File: config.mk
export PLATFORM = sky130hd
export DESIGN_NAME = serial_rx_queue
export DESIGN_NICKNAME = d
export VERILOG_FILES = /design/src/rtl/rxq_pkg.sv /design/src/rtl/rxq_ctrl.sv /design/src/rtl/rxq_datapath.sv /design/src/rtl/serial_rx_queue.sv
export SDC_FILE = /design/constraint.sdc
export NUM_CORES = 1
export LEC_CHECK = 0
export ABC_CLOCK_PERIOD_IN_PS = 1900
export BUFFER_PORTS_ARGS = -buffer_cell sky130_fd_sc_hd__buf_4
export CORE_UTILIZATION = 46
export CTS_CLUSTER_SIZE = 8
export DETAILED_ROUTE_END_ITERATION = 8
export GPL_TIMING_DRIVEN = 0
export PLACE_DENSITY = 0.75
export SLEW_MARGIN = 15
export SYNTH_ARGS = -nofsm -noshare
export SYNTH_HDL_FRONTEND = slang
export SYNTH_SLANG_ARGS = --single-unit
File: constraint.sdc
create_clock -name clk -period 1.9 [get_ports clk]
set_input_delay 0.19 -clock clk [delete_from_list [all_inputs] [get_ports clk]]
set_output_delay 0.19 -clock clk [all_outputs]
set_load 0.02 [all_outputs]
File: src/rtl/rxq_pkg.sv
package rxq_pkg;
  localparam int RXQ_DATA_W = 8;

  typedef struct packed {
    logic frameStart;
    logic dataBit;
    logic parityBit;
    logic stopBit;
    logic lineVal;
  } rxStrobes_t;

  typedef struct packed {
    logic [RXQ_DATA_W-1:0] data;
    logic parErr;
    logic frmErr;
    logic ovrErr;
  } rxEntry_t;
endpackage

File: src/rtl/rxq_ctrl.sv
module rxq_ctrl
  import rxq_pkg::*;
#(
  parameter int OVS  = 16,
  parameter int SYNC = 2
) (
  input  logic       clk,
  input  logic       rstN,
  input  logic       tickEn,
  input  logic       rxSerial,
  input  logic [1:0] charLenSel,
  input  logic       parityOn,
  output rxStrobes_t strb
);
  localparam int CW   = $clog2(OVS);
  localparam int HALF = OVS / 2;
  localparam int BW   = $clog2(RXQ_DATA_W);

  typedef enum logic [2:0] {S_IDLE, S_START, S_DATA, S_PAR, S_STOP} rxState_t;

  rxState_t        state;
  logic [CW-1:0]   tickCnt;
  logic [BW-1:0]   bitIdx;
  logic [BW-1:0]   lastBit;
  logic [SYNC-1:0] syncQ;
  logic            rxS;
  logic            cellEnd;
  logic            halfEnd;

  assign rxS     = syncQ[SYNC-1];
  assign lastBit = BW'(4 + int'(charLenSel));
  assign cellEnd = tickEn && (tickCnt == CW'(OVS - 1));
  assign halfEnd = tickEn && (tickCnt == CW'(HALF - 1));

  always_ff @(posedge clk or negedge rstN) begin
    if (!rstN) syncQ <= '1;
    else       syncQ <= {syncQ[SYNC-2:0], rxSerial};
  end

  always_ff @(posedge clk or negedge rstN) begin
    if (!rstN) begin
      state   <= S_IDLE;
      tickCnt <= '0;
      bitIdx  <= '0;
    end else if (tickEn) begin
      unique case (state)
        S_IDLE: begin
          tickCnt <= '0;
          if (!rxS) state <= S_START;
        end
        S_START: begin
          if (halfEnd) begin
            tickCnt <= '0;
            bitIdx  <= '0;
            state   <= rxS ? S_IDLE : S_DATA;
          end else begin
            tickCnt <= tickCnt + 1'b1;
          end
        end
        S_DATA: begin
          if (cellEnd) begin
            tickCnt <= '0;
            bitIdx  <= bitIdx + 1'b1;
            if (bitIdx == lastBit) state <= parityOn ? S_PAR : S_STOP;
          end else begin
            tickCnt <= tickCnt + 1'b1;
          end
        end
        S_PAR: begin
          if (cellEnd) begin
            tickCnt <= '0;
            state   <= S_STOP;
          end else begin
            tickCnt <= tickCnt + 1'b1;
          end
        end
        S_STOP: begin
          if (cellEnd) begin
            tickCnt <= '0;
            state   <= S_IDLE;
          end else begin
            tickCnt <= tickCnt + 1'b1;
          end
        end
        default: state <= S_IDLE;
      endcase
    end
  end

  always_comb begin
    strb.frameStart = halfEnd && (state == S_START) && !rxS;
    strb.dataBit    = cellEnd && (state == S_DATA);
    strb.parityBit  = cellEnd && (state == S_PAR);
    strb.stopBit    = cellEnd && (state == S_STOP);
    strb.lineVal    = rxS;
  end
endmodule

File: src/rtl/rxq_datapath.sv
module rxq_datapath
  import rxq_pkg::*;
#(
  parameter int DEPTH = 3
) (
  input  logic                    clk,
  input  logic                    rstN,
  input  rxStrobes_t              strb,
  input  logic [1:0]              charLenSel,
  input  logic                    parityOdd,
  input  logic                    rdStrobe,
  output rxEntry_t                head,
  output logic [$clog2(DEPTH+1)-1:0] fillCnt
);
  localparam int PW   = (DEPTH > 1) ? $clog2(DEPTH) : 1;
  localparam int CNTW = $clog2(DEPTH + 1);
  localparam logic [CNTW-1:0] FULL_CNT = CNTW'(DEPTH);
  localparam logic [PW-1:0]   LAST_IDX = PW'(DEPTH - 1);

  logic [RXQ_DATA_W-1:0] shiftReg;
  logic                  parAcc;
  logic                  parBad;
  logic [RXQ_DATA_W-1:0] alignedData;
  logic [1:0]            shAmt;

  rxEntry_t        mem [DEPTH];
  logic [PW-1:0]   wrPtr, rdPtr, newestIdx;
  logic            isFull, doPop, doStore, doOverrun;
  rxEntry_t        newEntry;

  function automatic logic [PW-1:0] nextPtr(input logic [PW-1:0] p);
    return (p == LAST_IDX) ? '0 : p + 1'b1;
  endfunction

  always_ff @(posedge clk or negedge rstN) begin
    if (!rstN) begin
      shiftReg <= '0;
      parAcc   <= 1'b0;
      parBad   <= 1'b0;
    end else if (strb.frameStart) begin
      shiftReg <= '0;
      parAcc   <= 1'b0;
      parBad   <= 1'b0;
    end else if (strb.dataBit) begin
      shiftReg <= {strb.lineVal, shiftReg[RXQ_DATA_W-1:1]};
      parAcc   <= parAcc ^ strb.lineVal;
    end else if (strb.parityBit) begin
      parBad   <= parAcc ^ strb.lineVal ^ parityOdd;
    end
  end

  assign shAmt       = 2'd3 - charLenSel;
  assign alignedData = shiftReg >> shAmt;

  always_comb begin
    newEntry.data   = alignedData;
    newEntry.parErr = parBad;
    newEntry.frmErr = !strb.lineVal;
    newEntry.ovrErr = 1'b0;
  end

  assign isFull    = (fillCnt == FULL_CNT);
  assign doPop     = rdStrobe && (fillCnt != '0);
  assign doStore   = strb.stopBit && (!isFull || doPop);
  assign doOverrun = strb.stopBit && isFull && !doPop;
  assign newestIdx = (wrPtr == '0) ? LAST_IDX : wrPtr - 1'b1;

  always_ff @(posedge clk or negedge rstN) begin
    if (!rstN) begin
      wrPtr   <= '0;
      rdPtr   <= '0;
      fillCnt <= '0;
      for (int i = 0; i < DEPTH; i++) mem[i] <= '0;
    end else begin
      if (doStore) begin
        mem[wrPtr] <= newEntry;
        wrPtr      <= nextPtr(wrPtr);
      end
      if (doOverrun) mem[newestIdx].ovrErr <= 1'b1;
      if (doPop) rdPtr <= nextPtr(rdPtr);
      if (doStore && !doPop)      fillCnt <= fillCnt + 1'b1;
      else if (doPop && !doStore) fillCnt <= fillCnt - 1'b1;
    end
  end

  assign head = (fillCnt != '0) ? mem[rdPtr] : '0;
endmodule

File: src/rtl/serial_rx_queue.sv
module serial_rx_queue
  import rxq_pkg::*;
#(
  parameter int DEPTH = 3,
  parameter int OVS   = 16,
  parameter int SYNC  = 2
) (
  input  logic       clk,
  input  logic       rstN,
  input  logic       tickEn,
  input  logic       rxSerial,
  input  logic [1:0] charLenSel,
  input  logic       parityOn,
  input  logic       parityOdd,
  input  logic       intSelFull,
  input  logic       autoRtsOn,
  input  logic       rdStrobe,
  output logic [7:0] rdData,
  output logic       rdParErr,
  output logic       rdFrmErr,
  output logic       rdOvrErr,
  output logic       rxReady,
  output logic       queueFull,
  output logic       rxIrq,
  output logic       rtsN
);
  localparam int CNTW = $clog2(DEPTH + 1);

  rxStrobes_t      strb;
  rxEntry_t        head;
  logic [CNTW-1:0] fillCnt;

  rxq_ctrl #(.OVS(OVS), .SYNC(SYNC)) u_ctrl (
    .clk        (clk),
    .rstN       (rstN),
    .tickEn     (tickEn),
    .rxSerial   (rxSerial),
    .charLenSel (charLenSel),
    .parityOn   (parityOn),
    .strb       (strb)
  );

  rxq_datapath #(.DEPTH(DEPTH)) u_dp (
    .clk        (clk),
    .rstN       (rstN),
    .strb       (strb),
    .charLenSel (charLenSel),
    .parityOdd  (parityOdd),
    .rdStrobe   (rdStrobe),
    .head       (head),
    .fillCnt    (fillCnt)
  );

  assign rdData    = head.data;
  assign rdParErr  = head.parErr;
  assign rdFrmErr  = head.frmErr;
  assign rdOvrErr  = head.ovrErr;
  assign rxReady   = (fillCnt != '0);
  assign queueFull = (fillCnt == CNTW'(DEPTH));
  assign rxIrq     = intSelFull ? queueFull : rxReady;
  assign rtsN      = autoRtsOn && queueFull;
endmodule

After elaboration in Yosys (flattened, before gate mapping)
Cells that the tools add are included.
{"block": "classes", "addsub": 9, "order_cmp": 5, "eq_ne": 17, "shift": 1, "muxes": 40, "bitwise": 5, "n_reduce_logical": 34}
{"cell": "33-bit bitwise mux", "count": 2}
{"cell": "33-bit two-way mux", "count": 2}
{"cell": "11-bit demux with 2-bit select", "count": 2}
{"cell": "11-bit two-way mux", "count": 4}
{"cell": "3-bit two-way mux", "count": 9}
{"cell": "11-bit binary-select mux with 2-bit select", "count": 1}
{"cell": "1-bit logical AND", "count": 16}
{"cell": "8-bit two-way mux", "count": 2}
{"cell": "3-bit one-hot mux with 5 select lines", "count": 1}
{"cell": "2-bit two-way mux", "count": 6}
{"cell": "2-bit by 1-bit inequality test with 1-bit output, second input constant", "count": 6}
{"cell": "4-bit one-hot mux with 3 select lines", "count": 1}
{"cell": "2-bit nonzero test", "count": 5}
{"cell": "3-bit >= comparator, second input constant", "count": 3}
{"cell": "2-bit inverter with 3-bit output", "count": 3}
{"cell": "4-bit two-way mux", "count": 2}
{"cell": "8-bit by 2-bit right shift with 8-bit output", "count": 1}
{"cell": "1-bit two-way mux", "count": 7}
{"cell": "7-bit AND reduction", "count": 1}
{"cell": "2-bit by 1-bit adder with 2-bit output, second input constant", "count": 3}
{"cell": "2-bit == test, second input constant", "count": 3}
{"cell": "3-bit by 2-bit == test with 1-bit output, second input constant", "count": 2}
{"cell": "3-bit by 1-bit less-than comparator with 1-bit output, second input constant", "count": 2}
{"cell": "3-bit one-hot mux with 2 select lines", "count": 1}
{"cell": "20 further kinds", "count": 26}
{"block": "word_totals", "regBits": 61, "input_bits": 11}

Logic depth before layout (Yosys ltp)
Gate-level depths: netlist (run 1).
{"block": "logic_depth", "depth_word": 9, "ltp_mapped": 9, "ltp_nobuf": 8}

Cells and area by module
From an unflattened synthesis (run 1), not the netlist that was laid out.
{"block": "unflattened", "hier_cells": 293, "hier_area_um2": 3330.7}
{"mod": "rxq_datapath", "n_inst": 1, "cells_each": 210, "area_each_um2": 2519.9, "seq_area_each_um2": 1226.2}
{"mod": "rxq_ctrl", "n_inst": 1, "cells_each": 78, "area_each_um2": 777.0, "seq_area_each_um2": 302.8}
{"mod": "serial_rx_queue", "n_inst": 1, "cells_each": 5, "area_each_um2": 33.8, "seq_area_each_um2": 0.0}

Least setup slack after synthesis (run 1)
No wires, ideal clock.
{"block": "synth_path", "kind": "reg2reg", "startpoint": "reg u_ctrl.tickCnt[0]", "endpoint": "reg u_dp.shiftReg[7]", "setup_time_ns": 0.125, "arrival_time_ns": 1.688, "required_time_ns": 1.775, "setup_slack_ns": 0.087, "stages_incl_launch_ff": 8, "path_buffers": 2, "period_less_slack_ns": 1.813, "path_cell_list": "dfrtp_1 > ha_1 > and4_1 > buf_2 > a22oi_1 > or2_1 > buf_2 > mux2_4"}
{"block": "synth_between", "elab_chain_len": 5, "word_cells_on_any_way": 9, "cone_classes": "eq/ne (2); mux (1); reduce/logical (6)"}
{"element": "from (decl)", "line_no": "rxq_ctrl.sv:22", "text": "logic [CW-1:0] tickCnt;"}
{"element": "from (signal assigned)", "line_no": "rxq_ctrl.sv:57", "text": "tickCnt <= tickCnt + 1'b1;"}
{"element": "from (signal assigned)", "line_no": "rxq_ctrl.sv:66", "text": "tickCnt <= tickCnt + 1'b1;"}
{"element": "from (signal assigned)", "line_no": "rxq_ctrl.sv:74", "text": "tickCnt <= tickCnt + 1'b1;"}
{"element": "4-bit by 3-bit == test with 1-bit output", "line_no": "rxq_ctrl.sv:33", "text": "assign halfEnd = tickEn && (tickCnt == CW'(HALF - 1));"}
{"element": "1-bit logical AND", "line_no": "rxq_ctrl.sv:33"}
{"element": "1-bit logical AND (2 in a row)", "line_no": "rxq_ctrl.sv:91", "text": "strb.frameStart = halfEnd && (state == S_START) && !rxS;"}
{"element": "8-bit two-way mux / 2-bit nonzero test (equally long branches)"}
{"element": "to (signal assigned)", "line_no": "rxq_datapath.sv:45", "text": "shiftReg <= {strb.lineVal, shiftReg[RXQ_DATA_W-1:1]};"}
{"element": "to (decl)", "line_no": "rxq_datapath.sv:20", "text": "logic [RXQ_DATA_W-1:0] shiftReg;"}
Parallel ways exist; a longest one is shown, timed or not.
A chain may end at the register's enable or synchronous reset.

Worst setup path in the final report (run 1)
{"block": "layout_path", "startpoint": "reg u_ctrl.state[1]", "endpoint": "reg u_ctrl.state[1]"}
{"block": "layout_between", "elab_chain_len": 3, "word_cells_on_any_way": 13, "cone_classes": "eq/ne (10); mux (1); reduce/logical (2)"}
{"element": "from (decl)", "line_no": "rxq_ctrl.sv:21", "text": "rxState_t state;"}
{"element": "from (signal assigned)", "line_no": "rxq_ctrl.sv:55", "text": "state <= rxS ? S_IDLE : S_DATA;"}
{"element": "from (signal assigned)", "line_no": "rxq_ctrl.sv:64", "text": "if (bitIdx == lastBit) state <= parityOn ? S_PAR : S_STOP;"}
{"element": "3-bit by 2-bit == test with 1-bit output, or another cell as far along", "line_no": "rxq_ctrl.sv:46", "text": "unique case (state)"}
{"element": "2-bit by 1-bit inequality test with 1-bit output (no source line) / 2-bit inequality test (equally long branches)"}
{"element": "7-bit AND reduction (no source line)"}
Parallel ways exist; a longest one is shown, timed or not.

==> results.md, run 1 <==
* CP Buf/Inv Count at 0
* Filler cell count at 581
* Clock buffer depth at 2
* Period utilization at 0.970
* Placed Area at 0.00346 mm²
* Switching share of power at 0.333
* Final Max Tran Viols at 0
* Post-DR vias/cell at 5.61
* Worst relative slew slack at 0.496
* Final Wtd Congestion at 0.847
* IO Port Bufs at 24
* Sequential fraction of the synthesis area at 0.480
* Sequential share of power at 0.412
* Max-cap violations at 0
* Max Fclk at 542 MHz
* H-tree Lvls at 3
* Share of cells above drive strength 1 at 0.272
* Logic pwr share at 0.291
* LEAKAGE at 1.83 nW
* Synth async-reset ratio at 1.00
* Setup violations, final at 0
* NetSw at 1.27 mW
* Hpwl dp at 4510 µm
* Worst skew pair latency at 0.34 ns
* WL final at 6500 µm
* Delay-heaviest family, CP: simple AND/OR/NAND/NOR gates
* Multi-input gate area at 0.00162 mm²
* Die width at 85.3 µm
* Synthesized net count at 320
* Final hold violations at 0
* Sink Count at 61
* Status: finished, final reports clean
* Detailed Routing Iterations Pass 1 at 4
* Main synth FF type: dfrtp_1
* Total grt overflow at 0
* Fin Clk Skew at 0.00843 ns
* Die Y at 85.3 µm
* Tot GR Track Use at 0.198
* Yosys warns at 0
* Setup slack after placement at -0.112 ns
* Min Hold Slack at 0.127 ns
* I/O Pins at 26
* Register bit count reported by yosys at 61
* Crit-path max cell delay at 0.48 ns
* Tightest Pin Transition at 0.756 ns
* TritonCTS Buffers at 9
* Clk slew on worst S/H paths at 0.07 ns
* Synth cell types at 48
* TNS Setup at 0 ns
* Mean Syn Cell Area at 10.5 µm²
* Syn Std Cell Area at 0.00319 mm²
* Slowest-stage cell, CP: dfrtp_1
* RSZ-0062 raised after global routing: yes
* ANT cells at 0
* Critical-path cell list: nor2b_1, nand4_1, a211o_1, mux2_4
* Die area at 0.00727 mm²
* Post-synth EDFFs at 0
* Fin crit period at 1.84 ns
* DP Cell Count at 404
* Drt drc at 0
* Cells after Synth at 303
* Clk pwr share at 0.297
* DR WL/cell at 15.4 µm
* Initial antenna violation count at 0
* Worst vdd ir at 0.721 mV
* Global-route wire length before repair at 11100 µm
* Required time of the critical path at 2.13 ns
* Setup Crit Path Kind: register to register
* Crit path capture type: register
* Setup WS post-layout at 0.0561 ns
* P per Cell Area at 1010 mW/mm²
* P&R area growth vs syn at 19.4%
* Finished Layout Cells at 423
* Post-route ant nets at 0
* Hold Path Class: input port to register
* Nets at 358
* Clk Tree Root Cell: clkbuf_8
* Initial core utilization at 0.488
* Final Util at 0.583
* Largest net degree at the start of global routing at 62
* P_int at 2.55 mW
* Most common cell after layout, fill and taps aside: dfrtp_1
* Maximum fanout along the worst path at 7
* Core area at 0.00653 mm²
* CTS tree: built
* Arrival @ worst endpoint at 2.07 ns
* Row cnt at 29
* Final Instance Area at 0.00381 mm²
* DRT iter0 DRCs at 102
* Register area at 0.00153 mm²
* Vias in the first global route at 2285
* Most frequent cells in the layout: 58 x dfrtp_1, 30 x buf_4, 26 x nor2_1, 26 x nand2_1
* Critical Path Start Type: register
* Total Power at 3.83 mW
* Vias at 2374
[cells in the mapped netlist, drive strengths merged, types with 2 or more instances]
cell type | n | area, µm²
a211o | 2 | 17.5
a21boi | 2 | 15.0
a21oi | 15 | 75.1
a22o | 10 | 87.6
a31oi | 3 | 18.8
and3 | 2 | 12.5
buf | 10 | 48.8
clkbuf | 10 | 37.5
dfrtp | 59 | 1480
dfstp | 2 | 52.6
ha | 6 | 75.1
inv | 5 | 18.8
mux2 | 27 | 315
mux2i | 20 | 200
nand2 | 26 | 97.6
nand2b | 4 | 25.0
nand3 | 6 | 30.0
nand3b | 2 | 15.0
nand4 | 6 | 62.6
nor2 | 27 | 101
nor2b | 6 | 37.5
nor3 | 5 | 30.0
nor3b | 2 | 20.0
o21ai | 18 | 90.1
o22a | 2 | 17.5
o31ai | 2 | 15.0
or2 | 2 | 12.5
or3 | 2 | 12.5
xnor2 | 5 | 43.8
xor2 | 4 | 35.0
[layout make-up]
class | count | share of cell area
clock buffers | 12 | 0.0381
flip-flops and latches | 61 | 0.402
clock inverters | 4 | 0.0125
multi-input cells | 217 | 0.424
well taps | 77 | 0.0253
repair buffers | 30 | 0.0638
inverters | 5 | 0.00493
plain buffers | 17 | 0.0289
[worst register-to-register path, delay by kind of cell, from the launching register on]
kind	cells	cell delay, ns
mux	1	0.31
simple gates	2	0.59
flops	1	0.48
compound gates	1	0.35
[power groups by stage]
stage | logic, mW | clock network (mW) | registers, mW
floorplan | 0.780 | 0 | 1.51
global placement | 1.03 | 0 | 1.52
detailed placement | 1.04 | 0 | 1.53
CTS | 1.08 | 1.17 | 1.54
global route | 1.22 | 1.22 | 1.60
finish | 1.12 | 1.14 | 1.58
[cells by family (layout without fill, tap and decap cells)]
kind of cell | Yosys count | in the layout | share of synthesized area
buffers and inverters | 25 | 68 | 0.0330
DFF | 61 | 61 | 0.480
muxes | 47 | 47 | 0.162
AOI/OAI and AO/OA | 58 | 58 | 0.116
xor gates and xnor gates | 9 | 9 | 0.0247
adders and majority gates | 7 | 7 | 0.0267
and+or+nand+nor | 96 | 96 | 0.159
[layer usage]
layer	up-vias	wire length (µm)	share of wire	track usage
met5	-	0	0	0
met3	8	324	0.050	0.0525
met2	59	3200	0.49	0.323
met1	1151	2890	0.44	0.253
li1	1156	-	-	-
met4	0	87	0.013	0.0773
[worst paths after layout]
check	start	slack (ns)	cells past startpoint	end
worst max-delay path	u_ctrl.state[1]	0.06	4	u_ctrl.state[1]
worst min-delay path	rdStrobe	0.13	3	u_dp.rdPtr[1]
worst max register to register	u_ctrl.state[1]	0.06	4	u_ctrl.state[1]
worst min register to register	u_ctrl.syncQ[0]	0.36	0	u_ctrl.syncQ[1]
max in group asynchronous	rstN	0.92	2	u_dp.rdPtr[1]
min in group asynchronous	rstN	0.45	2	u_dp.fillCnt[0]
[timing repair]
| item | in CTS | in global routing |
|---|---|---|
| hold buffers | 2 | 0 |
| setup buffers | 2 | 2 |
| setup endpoints to repair | 22 | 23 |
| pin swaps | 1 | 2 |
| gates resized for setup | 17 | 10 |
| endpoints found under the hold margin | 60 | 0 |
(Power assumes the default switching activity.)
==> run 2: changes to the inputs <==
- CORE_UTILIZATION: 46 -> 56
- CTS_BUF_LIST: unset -> sky130_fd_sc_hd__clkbuf_2
- PLACE_DENSITY: 0.75 -> 0.87
- SKIP_CTS_REPAIR_TIMING: unset -> 1
==> run 2 against run 1 <==
Compared with the run above:
- the flow now finishes with violations (negative setup slack)
- first-iteration DRC count fell by 3.9%
- clock skew up 0.015 ns
- non-clock buffer count increased by 9
- sequential power about the same
- global-route usage grew 4.3 points
- fmax shrank 5.2%
- largest power group unchanged
==> results.md, run 2 (synthesized netlist as in run 1, its figures left out) <==
* Status: complete, but fails checks
* Failing checks: negative setup slack
* Clk Tree Root Cell: clkbuf_2
* Die width at 77.5 µm (-9.1%)
* Global-route wire length before repair at 11100 µm (+0.75%)
* P per Cell Area at 1010 mW/mm² (about the same)
* Nets at 367 (+2.5%)
* Arrival @ worst endpoint at 1.76 ns (-0.31 ns)
* Clk pwr share at 0.259 (-0.038)
* Fin crit period at 1.95 ns (+0.101 ns)
* Worst relative slew slack at 0.499 (+0.00296)
* DRT iter0 DRCs at 98 (-3.9%)
* P_int at 2.59 mW (+1.5%)
* Core area at 0.00551 mm² (-16%)
* Drt drc at 0 (unchanged)
* Required time of the critical path at 1.71 ns (-0.42 ns)
* Vias at 2481 (+4.5%)
* Logic pwr share at 0.335 (+0.044)
* Final Util at 0.707 (+0.124)
* IO Port Bufs at 24 (unchanged)
* Critical-path cell list: buf_6, buf_4, mux2i_1, nor2_1, a21oi_1, nor2_1, buf_4
* Detailed Routing Iterations Pass 1 at 4 (unchanged)
* Vias in the first global route at 2390 (+4.6%)
* Hold path start: charLenSel[0]
* Setup violations, final at 4 (+4)
* Period utilization at 1.02 (+0.0534)
* Crit-path max cell delay at 0.40 ns (-0.08 ns)
* Hold Path Class: input port to register
* Initial core utilization at 0.579 (+0.0908)
* Min Hold Slack at 0.171 ns (+0.0444 ns)
* Filler cell count at 392 (-33%)
* Worst skew pair latency at 0.49 ns (+0.15 ns)
* Hpwl dp at 4530 µm (+0.47%)
* NetSw at 1.32 mW (+3.9%)
* R2R cell count at 5 (+1)
* LEAKAGE at 1.88 nW (+2.7%)
* Crit path capture type: output pin
* Die area at 0.00600 mm² (-17%)
* Final Max Tran Viols at 0 (unchanged)
* Tot GR Track Use at 0.241 (+0.0434)
* Critical Path Source: u_dp.rdPtr[0]
* Final hold violations at 0 (unchanged)
* Post-route ant nets at 0 (unchanged)
* Critical Path Start Type: register
* Largest net degree at the start of global routing at 62 (unchanged)
* Switching share of power at 0.338 (+0.00528)
* Max Fclk at 514 MHz (-5.2%)
* WL final at 7120 µm (+9.5%)
* Final Wtd Congestion at 0.867 (+2.4%)
* Clock buffer depth at 2 (unchanged)
* Most frequent cells in the layout: 57 x dfrtp_1, 35 x buf_4, 26 x nand2_1, 26 x nor2_1, 20 x mux2_2
* Post-DR vias/cell at 5.82 (+3.8%)
* Tightest Pin Transition at 0.752 ns (-0.00443 ns)
* TritonCTS Buffers at 9 (unchanged)
* Share of cells above drive strength 1 at 0.305 (+0.0334)
* Setup Crit Path Kind: register to output pin
* I/O Pins at 26 (unchanged)
* P&R area growth vs syn at 22.1%
* CTS tree: built
* Delay-heaviest family, CP: buffers and inverters
* Row cnt at 27 (-6.9%)
* Slowest-stage cell, CP: dfrtp_1
* RSZ-0062 raised after global routing: yes
* Hold Path Depth at 3 (unchanged)
* Fin Clk Skew at 0.0236 ns (+0.0152 ns)
* Max-cap violations at 0 (unchanged)
* ANT cells at 0 (unchanged)
* Initial antenna violation count at 0 (unchanged)
* CP Buf/Inv Count at 3 (+3)
* Worst reg-to-reg setup slack at 0 ns (-0.06 ns)
* DR WL/cell at 16.7 µm (+8.7%)
* Sink Count at 61 (unchanged)
* Most common cell after layout, fill and taps aside: dfrtp_1
* Die Y at 77.5 µm (-9.1%)
* Total grt overflow at 0 (unchanged)
* H-tree Lvls at 3 (unchanged)
* Worst vdd ir at 0.900 mV (+25%)
* Clk slew on worst S/H paths at 0.17 ns (+0.10 ns)
* R2R Path Start: u_ctrl.state[0]
* Setup WS post-layout at -0.0454 ns (-0.101 ns)
* Maximum fanout along the worst path at 7 (unchanged)
* Sequential share of power at 0.406 (-0.006)
[run 2: changes by cell type in the layout (fill, tap and decap cells not counted), sizes merged]
cell | before | now
buf | 39 | 45
bufinv | 1 | 3
clkbuf | 18 | 16
dlygate4sd3 | 2 | 4
clkinv | 2 | 3
clkinvlp | 1 | 0
[run 2: layout make-up]
type / count / area (µm²) / share of cell area
Inverter: 5 / 18.8 / 0.00482
Tap cell: 72 / 90.1 / 0.0231
Clock buffer: 9 / 45.0 / 0.0116
Clock inverter: 6 / 103 / 0.0264
Sequential cell: 61 / 1530 / 0.393
Buffer: 17 / 131 / 0.0338
Timing Repair Buffer: 39 / 333 / 0.0855
Multi-Input combinational cell: 217 / 1640 / 0.421
[run 2: worst reg2reg max path, stage by stage, from the launching register on]
cell     delay, ns
dfrtp_1       0.51
nor3b_4       0.39
buf_4         0.19
nand4_4       0.18
buf_6         0.20
mux2_1        0.30
[run 2: stage by stage]
stage | power (mW) | TNS [ns] | worst slack (ns) | cell area, µm² | cells
2_1_floorplan | 2.29 | 0 | 0.0870 | 3190 | 303
3_3_place_gp | 2.54 | -0.522 | -0.0937 | 3460 | 399
3_5_place_dp | 2.58 | -0.801 | -0.121 | 3460 | 399
4_1_cts | 3.60 | -6.48 | -0.641 | 3610 | 414
5_1_grt | 4.13 | -1.84 | -0.192 | 3890 | 426
6_report | 3.92 | -0.107 | -0.0454 | 3890 | 426
[run 2: power groups by stage]
stage	combinational, mW	sequential (mW)	clock (mW)
floorplan	0.780	1.51	0
global placement	1.01	1.52	0
detailed placement	1.05	1.53	0
CTS	1.06	1.50	1.03
global route	1.42	1.61	1.09
finish	1.31	1.59	1.01
[run 2: metal layers]
metal	GRT usage	up-vias	wire (µm)
li1	-	1169	-
met4	0.0755	0	44
met3	0.0788	7	307
met2	0.396	61	3610
met5	0	-	0
met1	0.301	1244	3160
[run 2: worst max path at each step]
stage	end	slack (ns)	cells past startpoint
after floorplan	u_dp.shiftReg[7]	0.09	7
after global placement	register	-0.09	6
after detailed placement	register	-0.12	6
after CTS	rdData[2]	-0.64	7
after global routing	rdData[5]	-0.19	7
final	rdData[5]	-0.05	7
==> run 3: changes to the inputs <==
- MAX_ROUTING_LAYER: unset -> met4
==> run 3 against run 2 <==
Compared with the run above:
- register-to-register slack is essentially flat
- clock skew grew 0.0079 ns
- largest cell class unchanged
- design area is the same
- via count grew 0.28%
- first-iteration DRC count grew 5.1%
- global-route usage grew 0.54 points
- routed wire length grew 0.22%
- highest routed layer unchanged
- utilization is the same
- hold slack gained 0.0051 ns
- the run still ends with negative setup slack left
==> results.md, run 3 (synthesized netlist as in run 1, its figures left out) <==
* Failing checks: negative setup slack
* Fin Clk Skew at 0.0315 ns (+0.00792 ns)
* Critical-path cell list: buf_6, buf_4, mux2i_1, nor2_1, a21oi_1, nor2_1, buf_4
* Period utilization at 1.02 (-0.00306)
* R2R cell count at 7 (+2)
* Largest net degree at the start of global routing at 62 (unchanged)
* Delay-heaviest family, CP: buffers and inverters
* DRT iter0 DRCs at 103 (+5.1%)
* TNS Setup at -0.0787 ns (+0.0282 ns)
* NetSw at 1.33 mW (+0.37%)
* Worst vdd ir at 0.899 mV (about the same)
* Core area at 0.00551 mm² (unchanged)
* Setup Crit Path Kind: register to output pin
* Final Max Tran Viols at 0 (unchanged)
* Die area at 0.00600 mm² (unchanged)
* P_int at 2.59 mW (about the same)
* Instance count on the critical path at 7 (unchanged)
* Global-route wire length before repair at 11100 µm (-0.75%)
* Final Wtd Congestion at 0.881 (+1.6%)
* LEAKAGE at 1.88 nW (unchanged)
* Worst relative slew slack at 0.497 (-0.00178)
* WL final at 7140 µm (+0.22%)
* Crit-path max cell delay at 0.41 ns (about the same)
* Status: complete, but fails checks
* Arrival @ worst endpoint at 1.75 ns (about the same)
* P per Cell Area at 1010 mW/mm² (+0.15%)
* Hpwl dp at 4530 µm (unchanged)
* Tightest Pin Transition at 0.755 ns (+0.00267 ns)
* Vias in the first global route at 2378 (-0.50%)
* Critical Path Sink: rdData[5]
* Most common cell after layout, fill and taps aside: dfrtp_1
* Vias at 2488 (+0.28%)
* Worst skew pair latency at 0.49 ns (about the same)
* Fin crit period at 1.94 ns (-0.00581 ns)
* Nets at 367 (unchanged)
* Required time of the critical path at 1.71 ns (about the same)
* Hold Path Class: input port to register
* Max-cap violations at 0 (unchanged)
* Post-route ant nets at 0 (unchanged)
* Sequential share of power at 0.406 (about the same)
* Max Fclk at 516 MHz (+0.30%)
* Row cnt at 27 (unchanged)
* ANT cells at 0 (unchanged)
* I/O Pins at 26 (unchanged)
* Critical Path Start Type: register
* Clk pwr share at 0.259 (about the same)
* Final hold violations at 0 (unchanged)
* Clk Tree Root Cell: clkbuf_2
* RSZ-0062 raised after global routing: yes
* Total grt overflow at 0 (unchanged)
* Tot GR Track Use at 0.247 (+0.00541)
* Slowest-stage cell, CP: dfrtp_1
* Switching share of power at 0.339 (+0.000763)
* Clock buffer depth at 2 (unchanged)
* Reg-to-Reg End: u_dp.shiftReg[7]
* Share of cells above drive strength 1 at 0.305 (unchanged)
* Die Y at 77.5 µm (unchanged)
* TritonCTS Buffers at 9 (unchanged)
* Setup violations, final at 4 (unchanged)
* DR WL/cell at 16.7 µm (+0.22%)
* Die width at 77.5 µm (unchanged)
* Drt drc at 0 (unchanged)
* Detailed Routing Iterations Pass 1 at 4 (unchanged)
* Sink Count at 61 (unchanged)
* Filler cell count at 392 (unchanged)
* Initial antenna violation count at 0 (unchanged)
* Logic pwr share at 0.334 (about the same)
* CTS tree: built
* H-tree Lvls at 3 (unchanged)
* Final Util at 0.707 (unchanged)
* P&R area growth vs syn at 22.1% (unchanged)
* Min Hold Slack at 0.176 ns (+0.00506 ns)
* Initial core utilization at 0.579 (unchanged)
* IO Port Bufs at 24 (unchanged)
* R2R Path Start: u_ctrl.tickCnt[0]
* Worst reg-to-reg setup slack at 0.01 ns (about the same)
* CP Buf/Inv Count at 3 (unchanged)
* Maximum fanout along the worst path at 7 (unchanged)
* Crit path capture type: output pin
* Most frequent cells in the layout: 57 x dfrtp_1, 35 x buf_4, 26 x nand2_1, 26 x nor2_1, 20 x mux2_2
* Setup WS post-layout at -0.0396 ns (+0.00581 ns)
* Post-DR vias/cell at 5.84 (+0.28%)
* Clk slew on worst S/H paths at 0.18 ns (about the same)
* Critical Path Source: u_dp.rdPtr[0]
## run 3: cell type report
cell class,count,area [µm²],area share
buffer,17,131,0.0338
clock buffer,9,45.0,0.0116
clock inverter,6,103,0.0264
inverter,5,18.8,0.00482
multi-input combinational,217,1640,0.421
sequential,61,1530,0.393
tap,72,90.1,0.0231
timing repair buffer,39,333,0.0855
## run 3: worst min path at each step
| stage | slack (ns) | cells past startpoint | start | end |
|---|---|---|---|---|
| finish | 0.18 | 5 | parityOdd | u_dp.parBad |
| global route | 0.18 | 3 | charLenSel[0] | register |
| CTS | -0.25 | 1 | rstN | u_ctrl.state[2] |
| detailed placement | 0.30 | 1 | rxSerial | u_ctrl.syncQ[0] |
| global placement | 0.30 | 1 | rstN | u_dp.fillCnt[0] |
| floorplan | -0.11 | 0 | rstN | asynchronous set/reset pin |
## run 3: stage by stage
step                area [µm²]  worst slack, ns  power (mW)  std cells
CTS                       3610           -0.641        3.60        414
finish                    3890          -0.0396        3.92        426
detailed placement        3460           -0.121        2.58        399
floorplan                 3190           0.0870        2.29        303
global route              3890           -0.186        4.12        426
global placement          3460          -0.0937        2.54        399
## run 3: tightest hold or removal path, stage by stage
cell and delay [ns]:
buf_4 0.09, xnor2_1 0.12, xnor2_1 0.06, mux2i_1 0.13, a21oi_1 0.06
## run 3: per-layer routing
layer  GRT usage  vias up  part of all wire
met5           -        -                 0
met4      0.0717        0            0.0084
met3      0.0765        8             0.042
met2       0.398       70              0.50
met1       0.298     1243              0.45
li1            -     1167                 -
## run 3: power groups by stage
stage               Clock, mW  Combinational [mW]  Sequential, mW
floorplan                   0               0.780            1.51
global placement            0                1.01            1.52
detailed placement          0                1.05            1.53
CTS                      1.03                1.06            1.50
global route             1.09                1.42            1.61
finish                   1.02                1.31            1.59
